File: src/rtl/cmdbuf_pkg.sv
package cmdbuf_pkg;
    localparam int LANES_WIDE  = 25;
    localparam int LANES_SPLIT = 14;
    localparam int CKE_MAP_A   = 0;
    localparam int ODT_MAP_A   = 3;
    localparam int CKE_MAP_B   = 13;
    localparam int ODT_MAP_B   = 10;

    typedef enum logic [1:0] {
        MODE_WIDE    = 2'd0,
        MODE_SPLIT_A = 2'd1,
        MODE_SPLIT_B = 2'd2
    } buf_mode_e;
endpackage

File: src/rtl/cmdbuf_mode_decode.sv
module cmdbuf_mode_decode
    import cmdbuf_pkg::*;
#(
    parameter int WIDE  = LANES_WIDE,
    parameter int SPLIT = LANES_SPLIT,
    parameter int CKE_A = CKE_MAP_A,
    parameter int ODT_A = ODT_MAP_A,
    parameter int CKE_B = CKE_MAP_B,
    parameter int ODT_B = ODT_MAP_B
) (
    input  logic            cfg_split,
    input  logic            cfg_alt,
    output logic [WIDE-1:0] live_mask,
    output logic [WIDE-1:0] free_mask
);
    buf_mode_e mode;

    always_comb begin
        if (!cfg_split)   mode = MODE_WIDE;
        else if (cfg_alt) mode = MODE_SPLIT_B;
        else              mode = MODE_SPLIT_A;
    end

    for (genvar i = 0; i < WIDE; i++) begin : g_lane
        localparam bit IN_SPLIT = (i < SPLIT);
        localparam bit IS_A     = (i == CKE_A) || (i == ODT_A);
        localparam bit IS_B     = (i == CKE_B) || (i == ODT_B);
        always_comb begin
            unique case (mode)
                MODE_SPLIT_A: begin
                    live_mask[i] = IN_SPLIT;
                    free_mask[i] = IS_A;
                end
                MODE_SPLIT_B: begin
                    live_mask[i] = IN_SPLIT;
                    free_mask[i] = IS_B;
                end
                default: begin
                    live_mask[i] = 1'b1;
                    free_mask[i] = 1'b0;
                end
            endcase
        end
    end
endmodule

File: src/rtl/cmdbuf_lane_next.sv
module cmdbuf_lane_next #(
    parameter int WIDE = 25
) (
    input  logic            freeze,
    input  logic [WIDE-1:0] live_mask,
    input  logic [WIDE-1:0] free_mask,
    input  logic [WIDE-1:0] din,
    input  logic [WIDE-1:0] lane_q,
    output logic [WIDE-1:0] lane_d
);
    for (genvar i = 0; i < WIDE; i++) begin : g_next
        always_comb begin
            if (!live_mask[i])
                lane_d[i] = 1'b0;
            else if (freeze && !free_mask[i])
                lane_d[i] = lane_q[i];
            else
                lane_d[i] = din[i];
        end
    end
endmodule

File: src/rtl/cmdbuf_fanout.sv
module cmdbuf_fanout #(
    parameter int SPLIT = 14
) (
    input  logic             cfg_split,
    input  logic [SPLIT-1:0] lane_q,
    output logic [SPLIT-1:0] copy_b
);
    for (genvar i = 0; i < SPLIT; i++) begin : g_copy
        assign copy_b[i] = cfg_split & lane_q[i];
    end
endmodule

File: src/rtl/cfg_reg_cmd_buffer.sv
module cfg_reg_cmd_buffer
    import cmdbuf_pkg::*;
#(
    parameter int WIDE  = LANES_WIDE,
    parameter int SPLIT = LANES_SPLIT
) (
    input  logic             clk,
    input  logic             rst_n,
    input  logic             cfg_split,
    input  logic             cfg_alt,
    input  logic             cs_dev,
    input  logic             cs_rank,
    input  logic [WIDE-1:0]  din,
    output logic [WIDE-1:0]  q_a,
    output logic [SPLIT-1:0] q_b,
    output logic             q_cs
);
    typedef struct packed {
        logic [WIDE-1:0] lanes;
        logic            cs;
    } state_t;

    state_t          st_d, st_q;
    logic            freeze;
    logic [WIDE-1:0] live_mask, free_mask, lane_nxt;

    assign freeze = cs_dev & cs_rank;

    cmdbuf_mode_decode #(.WIDE(WIDE), .SPLIT(SPLIT)) u_decode (
        .cfg_split (cfg_split),
        .cfg_alt   (cfg_alt),
        .live_mask (live_mask),
        .free_mask (free_mask)
    );

    cmdbuf_lane_next #(.WIDE(WIDE)) u_next (
        .freeze    (freeze),
        .live_mask (live_mask),
        .free_mask (free_mask),
        .din       (din),
        .lane_q    (st_q.lanes),
        .lane_d    (lane_nxt)
    );

    always_comb begin
        st_d       = st_q;
        st_d.lanes = lane_nxt;
        st_d.cs    = cs_dev;
    end

    always_ff @(posedge clk or negedge rst_n) begin
        if (!rst_n) st_q <= '0;
        else        st_q <= st_d;
    end

    cmdbuf_fanout #(.SPLIT(SPLIT)) u_fanout (
        .cfg_split (cfg_split),
        .lane_q    (st_q.lanes[SPLIT-1:0]),
        .copy_b    (q_b)
    );

    assign q_a  = st_q.lanes;
    assign q_cs = st_q.cs;

    assert_reset_low_R4: assert property (@(posedge clk)
        !rst_n |-> (q_a == '0 && q_b == '0 && !q_cs));

    assert_wide_b_zero_R1: assert property (@(posedge clk) disable iff (!rst_n)
        !cfg_split |-> q_b == '0);

    assert_split_copy_R2: assert property (@(posedge clk) disable iff (!rst_n)
        cfg_split |-> (q_b == q_a[SPLIT-1:0] && q_a[WIDE-1:SPLIT] == '0));

    assert_frozen_hold_R5: assert property (@(posedge clk) disable iff (!rst_n)
        (cs_dev && cs_rank) |=> ((q_a & ~free_mask) == $past(q_a & ~free_mask)));

    assert_open_load_R6: assert property (@(posedge clk) disable iff (!rst_n)
        !(cs_dev && cs_rank) |=> q_a == $past(din & live_mask));

    assert_cs_follow_R7: assert property (@(posedge clk) disable iff (!rst_n)
        1'b1 |=> q_cs == $past(cs_dev));
endmodule

File: config.mk
export PLATFORM = sky130hd
export DESIGN_NAME = cfg_reg_cmd_buffer
export DESIGN_NICKNAME = d
export VERILOG_FILES = /design/src/rtl/cmdbuf_pkg.sv /design/src/rtl/cmdbuf_mode_decode.sv /design/src/rtl/cmdbuf_lane_next.sv /design/src/rtl/cmdbuf_fanout.sv /design/src/rtl/cfg_reg_cmd_buffer.sv
export SDC_FILE = /design/constraint.sdc
export NUM_CORES = 1
export LEC_CHECK = 0
export BUFFER_PORTS_ARGS = -buffer_cell sky130_fd_sc_hd__buf_4
export CELL_PAD_IN_SITES_DETAIL_PLACEMENT = 1
export CELL_PAD_IN_SITES_GLOBAL_PLACEMENT = 1
export CORE_AREA = 2 2 70 72
export CTS_CLUSTER_DIAMETER = 200
export DETAILED_ROUTE_END_ITERATION = 12
export DIE_AREA = 0 0 72 74
export GPL_TIMING_DRIVEN = 0
export PLACE_DENSITY_LB_ADDON = 0.1
export SLEW_MARGIN = 20
export SYNTH_ARGS = -nofsm -noshare
export SYNTH_HDL_FRONTEND = slang
export SYNTH_SLANG_ARGS = --single-unit
File: constraint.sdc
create_clock -name clk -period 0.8 [get_ports clk]
set_input_delay 0.16 -clock clk [delete_from_list [all_inputs] [get_ports clk]]
set_output_delay 0.16 -clock clk [all_outputs]
set_load 0.03 [all_outputs]
# Yosys cells after proc, flatten, opt, wreduce, memory -nomap -nowiden
# Cells that the tools add are included.
[totals] regBits=26 word_cells=54
[classes] n_eq_ne=3 muxes=26 n_bitwise=15 n_reduce_logical=5
[op_table] cell="1-bit two-way mux" count=24
[op_table] cell="1-bit bitwise AND" count=15
[op_table] cell="2-bit two-way mux" count=2
[op_table] cell="2-bit by 1-bit == test with 1-bit output (second input constant)" count=1
[op_table] cell="2-bit == test (second input constant)" count=1
[op_table] cell="1-bit logical AND" count=2
[op_table] cell="1-bit zero test" count=2
[op_table] cell="2-bit != test (second input constant)" count=1
[op_table] cell="2-bit OR reduction" count=1

# Longest topological paths before layout
# Gate-level depths: netlist of run 1.
[logic_depth] word_depth=6 mapped_depth=4 mapped_depth_nobuf=3

# By module
# A second synthesis of run 1 with hierarchy kept.
[hier_totals] hier_cells=196 hier_area_um2=1915.6
[modules_own_cells] module="cmdbuf_lane_next" instances=1 cells_per_inst=102 area_per_inst_um2=767.0
[modules_own_cells] module="cfg_reg_cmd_buffer" instances=1 cells_per_inst=27 area_per_inst_um2=656.9
[modules_own_cells] module="cmdbuf_mode_decode" instances=1 cells_per_inst=52 area_per_inst_um2=380.4
[modules_own_cells] module="cmdbuf_fanout" instances=1 cells_per_inst=15 area_per_inst_um2=111.4

# Least setup slack after synthesis of run 1
# OpenSTA, ideal clock, no wires.
[synth_path] path_kind="register -> output" from="register st_q, in the netlist q_a[11]" to="output q_b[11]" arrival_time_ns=0.848 required_ns=0.640 slack_ns=-0.208 stages_incl_launch_ff=2 path_cell_list="dfrtp_1 -> and2_1"
[synth_between] elab_chain_len=1
[synth_rtl] item="from (decl)" line_no="cfg_reg_cmd_buffer.sv:23" rtl="state_t st_d, st_q;"
[synth_rtl] item="from (signal assigned)" line_no="cfg_reg_cmd_buffer.sv:53" rtl="else st_q <= st_d;"
[synth_rtl] item="1-bit bitwise AND" line_no="cmdbuf_fanout.sv:9" rtl="assign copy_b[i] = cfg_split & lane_q[i];"
[synth_rtl] item="to (decl)" line_no="cfg_reg_cmd_buffer.sv:15" rtl="output logic [SPLIT-1:0] q_b,"
# Every way passes these cells.

# Worst setup path in the final report of run 1
[layout_path] from="register st_q, in the netlist q_a[0]" to="output q_b[0]"
# Same word-level chain as after synthesis.

==> run_results.csv, run 1 <==
group,metric,value,unit
global_routing,grt_usage,13.7,%
place,hpwl,2630,µm
floorplan,die_y,74,µm
worst_setup_path,startpoint,"q_a[0]",
cts,cts_made_buffers,3,
floorplan,rows,25,
synth,synth_top_area_cell,"dfrtp_1",
power,power,3.38,mW
flow_run,maxCapViolCount,0,
worst_setup_path,crit_required,0.64,ns
synth,synth_top_area_share,57.1,%
timing,finalSetupViolCount,43,
floorplan,dieArea,5330,µm²
route,drt_iter0_drc,17,
cells_and_area,area_growth,81.6,%
synth,synthTopCellsByArea,"dfrtp_1, nand2_1, and2_1",
timing,finalHoldViolations,0,
place,portBuffers,69,
timing,finalCriticalPeriod,1.14,ns
cells_and_area,drive_above_1_share,62.7,%
synth,synth.distinct_cells,10,
worst_setup_path,crit_buf_inv,1,
power,p_leak,1.05,nW
timing,rsz0062_at_grt,"true",
cts,clock-sinks,26,
global_routing,grt-ovfl-total,0,
power,p_sw_share,31.3,%
worst_setup_path,cp-end-kind,"output port",
power,peakVddDrop,0.000621,V
outcome,violations,"setup timing",
synth,synth_seq_cells,26,
worst_setup_path,critPathArrivalTime,0.98,ns
route,vias,1118,
worst_setup_path,critical-path-top-delay-family,"flip-flops",
place,dp_cells,242,
cells_and_area,fillers,522,
floorplan,io_pins,71,
cells_and_area,fin_util,45.0,%
cts,insertion_delay,0.27,ns
route,viasPerCell,4.38,
worst_setup_path,critPathSlowestCell,"dfrtp_2",
worst_setup_path,r2r-start,"q_a[10]",
cells_and_area,postLayoutCellArea,2070,µm²
place,pre_cts_ws,-0.235,ns
place,place_area,1790,µm²
worst_hold_path,min_path_type,"primary input to flop",
power,p_switching,1.06,mW
cts,cts_tree,"done",
worst_hold_path,hold_path.startpoint,"cs_dev",
worst_setup_path,path_cells,"and2_4 > buf_6",
synth,avgSynthCellArea,9.58,µm²
floorplan,die_w,72,µm
route,drt-total-wl,3630,µm
power,p_comb_share,32.7,%
route,antenna_left,0,
global_routing,grt_start_max_net_pins,27,
global_routing,antenna_found_initial,0,
floorplan,start_util,24.8,%
timing,clock.fmax,875,MHz
floorplan,core,4600,µm²
route,wl_per_cell,14.2,µm
timing,max-slew-margin-rel,76.8,%
power,p_int,2.32,mW
power,p_clk_share,22.9,%
synth,yosysSeqAreaShare,57.1,%
synth,synth_cells,119,
synth,yosys_warnings,0,
power,p_per_area,1630,nW/µm²
timing,drv_slew,0,
timing,setup_ws,-0.343,ns
place,gp_congestion,0.684,
route,drc,0,
timing,hold_slack,0.0193,ns
worst_setup_path,worstPathMaxFanout,3,
cts,cts_buffer_depth,2,
cells_and_area,nets,233,
global_routing,grt_pass1_vias,1192,
timing,tns,-10.21,ns
worst_setup_path,start_kind,"flop",
global_routing,grt_pass1_wl,5600,µm
worst_setup_path,critical_path_class,"flop to output port",
timing,worstMarginPinSlew,0.348,ns
outcome,status,"finished, violations left",
worst_setup_path,critPathMaxStageDelay,0.44,ns
cts,cts-root-buf,"clkbuf_8",
cts,cts.clk_slew.worst_paths,0.09,ns
cells_and_area,fin_cells,255,
timing,fin_skew,0,ns
cells_and_area,antenna_cells,0,
synth,synth_area,1140,µm²
timing,post-route-period-util,143,%
power,power_frac_seq,44.4,%
route,first_pass_iters,2,
cts,cts_max_level,1,
synth,syn_nets,150,
-- worst paths after layout --
check                      slack, ns  cells past startpoint  endpoint
setup / recovery               -0.34                      2    q_b[0]
hold / removal                  0.02                      1      q_cs
setup reg to reg               -0.19                      3   q_a[10]
hold reg to reg                 0.51                      2    q_a[4]
max in group asynchronous       0.17                      2    q_a[2]
min in group asynchronous       0.34                      2    q_a[3]
-- power groups by stage --
stage               Sequential [mW]  Combinational [mW]  Clock, mW
finish                         1.50                1.10      0.775
global route                   1.51                1.17      0.856
CTS                            1.50                1.08      0.797
detailed placement             1.51               0.960          0
global placement               1.51               0.943          0
floorplan                      1.69               0.349          0
-- metal layers --
metal  up-vias  wire length, µm  GRT usage [%]
met2        43             1830           23.9
li1        536                -              -
met5         -                0              0
met1       535             1510           16.8
met3         4              251           3.66
met4         0               31           3.77
-- cell families (layout without fill, tap and decap cells) --
logic type / Yosys count / after routing / share of synthesized area (%)
flip-flops: 26 / 26 / 57.1
AND/OR/NAND/NOR: 68 / 68 / 25.9
AO/OA/AOI/OAI: 13 / 13 / 7.68
multiplexers: 4 / 4 / 5.27
buffers and inverters: 8 / 90 / 4.06
-- cell usage after synthesis --
master and n:
dfrtp_1 26, buf_2 4, a21oi_1 11, nand2_2 1, nand2_1 52, buf_4 3, inv_2 1, and2_1 15
mux2_4 4, a21oi_4 2
-- layout make-up --
cell class              instances  area, µm²  area share, %
repair buffers                 78        742           35.9
flip-flops and latches         26        668           32.3
multi-input cells              85        488           23.6
well taps                      54       67.6           3.26
plain buffers                   7       55.1           2.66
clock buffers                   4       45.0           2.18
inverters                       1       3.75          0.181
-- state kept, by name (all words and copies together), names as in the netlist --
name and count:
q_a 25, q_cs 1
-- cells in the final DEF, fill, tap and decap left out --
cell type / count
and2_4: 14
nand2_2: 2
buf_4: 38
mux2_4: 4
clkbuf_8: 3
buf_12: 1
nand2_1: 51
dfrtp_1: 12
clkbuf_1: 1
dfrtp_2: 14
a21oi_2: 2
inv_2: 1
buf_6: 41
a21oi_1: 9
a21oi_4: 2
buf_2: 4
and2_1: 1
dlygate4sd3_1: 1
-- what timing repair did --
item / CTS / global route
endpoints found under the hold margin: 26 / 0
buffers inserted: 5 / 3
hold buffers: 1 / 0
resized for setup: 36 / 8
gates cloned: 0 / 0
pin swaps: 4 / 0
setup endpoints to repair: 40 / 45
Power figures use the tool's default switching activity.
==> run 2, diff against run 1 <==
- HOLD_SLACK_MARGIN: unset -> 0.12
==> run 2 against run 1 <==
  * Non-clock buffer count rose by 11
  * Via count grew 3.3%
  * Clock power about the same
  * Combinational power is 5% higher
  * The run still ends with setup timing left
  * Clock skew unchanged
  * Largest power group unchanged
  * Critical path depth did not move
  * Largest cell class unchanged
  * Maximum frequency down 0.27%
  * Register-to-register slack got worse by 0.02 ns
  * Sequential share of layout area is 1.7 points lower
==> run_results.csv, run 2 (synthesis gave the netlist of run 1 again) <==
group,metric,value,unit
power,p_per_area,1570,nW/µm²
worst_setup_path,cp-end-kind,"output port",
route,drt-total-wl,3820,µm
cells_and_area,largest_reg_flops,25,
timing,post-route-period-util,143,%
timing,setup_ws,-0.346,ns
global_routing,grtUsageMet3,3.25,%
cts,cts-root-buf,"clkbuf_8",
timing,max-slew-margin-rel,76.9,%
cells_and_area,final_cell_mix,"nand2_1, buf_6, buf_4",
flow_run,maxCapViolCount,0,
worst_hold_path,min_path_type,"primary input to flop",
floorplan,start_util,24.8,%
floorplan,dieArea,5330,µm²
worst_setup_path,critPathSlowestCell,"dfrtp_2",
timing,finalSetupViolCount,43,
global_routing,grt_usage,14.3,%
floorplan,io_pins,71,
outcome,status,"finished, violations left",
outcome,violations,"setup timing",
power,peakVddDrop,0.000621,V
route,drt_iter0_drc,11,
power,p_leak,1.09,nW
global_routing,gr-usage-met2,26.2,%
place,pre_cts_ws,-0.235,ns
cells_and_area,area_growth,91.5,%
timing,finalCriticalPeriod,1.15,ns
worst_hold_path,min_path_cells,2,
global_routing,grt_busiest_layer,"met2",
worst_setup_path,crit_required,0.64,ns
timing,clock.fmax,873,MHz
timing,rsz0062_at_grt,"true",
floorplan,die_w,72,µm
floorplan,core,4600,µm²
route,wl_per_cell,14.4,µm
route,drc,0,
cells_and_area,drive_above_1_share,59.4,%
timing,worstMarginPinSlew,0.346,ns
worst_hold_path,hold_path.startpoint,"din[0]",
worst_setup_path,critPathMaxStageDelay,0.44,ns
cts,clock-sinks,26,
cells_and_area,fin_util,47.5,%
timing,hold_slack,0.115,ns
worst_setup_path,start_kind,"flop",
worst_setup_path,reg2regPathDepth,3,
global_routing,antenna_found_initial,0,
global_routing,grt_pass1_wl,5880,µm
cts,cts_made_buffers,3,
global_routing,grt_start_max_net_pins,27,
floorplan,rows,25,
cts,cts_max_level,1,
worst_setup_path,worstPathMaxFanout,3,
cells_and_area,nets,244,
route,first_pass_iters,2,
global_routing,grt-ovfl-total,0,
route,vias,1155,
route,viasPerCell,4.34,
timing,drv_slew,0,
floorplan,die_y,74,µm
cts,cts_hold_buffers,12,
cts,cts_buffer_depth,2,
route,antenna_left,0,
worst_setup_path,startpoint,"q_a[0]",
cts,insertion_delay,0.27,ns
cts,cts.clk_slew.worst_paths,0.09,ns
cells_and_area,antenna_cells,0,
timing,tns,-10.22,ns
place,gp_congestion,0.684,
worst_setup_path,path_cells,"and2_4 > buf_6",
global_routing,grt_pass1_vias,1230,
timing,finalHoldViolations,0,
cts,cts_tree,"done",
timing,fin_skew,0,ns
worst_setup_path,r2r-start,"q_a[10]",
worst_setup_path,critical_path_class,"flop to output port",
global_routing,met1_usage,17.0,%
cells_and_area,layout_commonest_cell,"nand2_1",
place,portBuffers,69,
worst_setup_path,critPathArrivalTime,0.99,ns
place,hpwl,2630,µm
==> run 2: cell types whose count changed in the layout (fill, tap and decap cells not counted) <==
cell	before	now
dlygate4sd3_1	1	12
buf_4	38	37
buf_6	41	42
==> run 2: final cells by class <==
type                    instances  area, µm²
fillers                       517       2410
repair buffers                 89        856
flip-flops and latches         26        668
multi-input cells              85        488
well taps                      54       67.6
plain buffers                   7       55.1
clock buffers                   4       45.0
inverters                       1       3.75
==> run 2: repair_timing <==
action / in CTS / in global routing
gates resized for setup: 36 / 9
endpoints found under the hold margin: 40 / 3
setup endpoints to repair: 40 / 45
pin swaps: 4 / 0
setup buffers: 5 / 3
==> run 2: final timing paths <==
path / endpoint / slack [ns]
worst max-delay path: q_b[0] / -0.35
worst min-delay path: q_a[0] / 0.11
worst max register to register: q_a[10] / -0.21
worst min register to register: q_a[4] / 0.51
max in group asynchronous: q_a[2] / 0.17
min in group asynchronous: q_a[3] / 0.34
==> run 2: where the power goes <==
| part | total, mW | internal (mW) | switching (mW) |
|---|---|---|---|
| combinational | 1.15 | 0.583 | 0.571 |
| clock | 0.774 | 0.357 | 0.417 |
| sequential | 1.50 | 1.42 | 0.0826 |
==> run 2: worst max-delay path: cells and delay by family, from the launching register on <==
family                 cells  cell delay, ns
and+or+nand+nor            1            0.14
DFF                        1            0.44
buffers and inverters      1            0.13
==> run 2: metrics by stage <==
| step | instances | instance area, µm² | power (mW) |
|---|---|---|---|
| 5_1_grt | 266 | 2180 | 3.59 |
| 6_report | 266 | 2180 | 3.43 |
| 3_3_place_gp | 242 | 1790 | 2.45 |
| 4_1_cts | 263 | 2130 | 3.42 |
| 3_5_place_dp | 242 | 1790 | 2.47 |
| 2_1_floorplan | 119 | 1200 | 2.04 |
==> run 2: routing by layer <==
layer / share of wire (%) / routed length (µm)
met3: 6.3 / 239
met1: 41 / 1550
met4: 0.81 / 31
met5: 0 / 0
met2: 52 / 2000
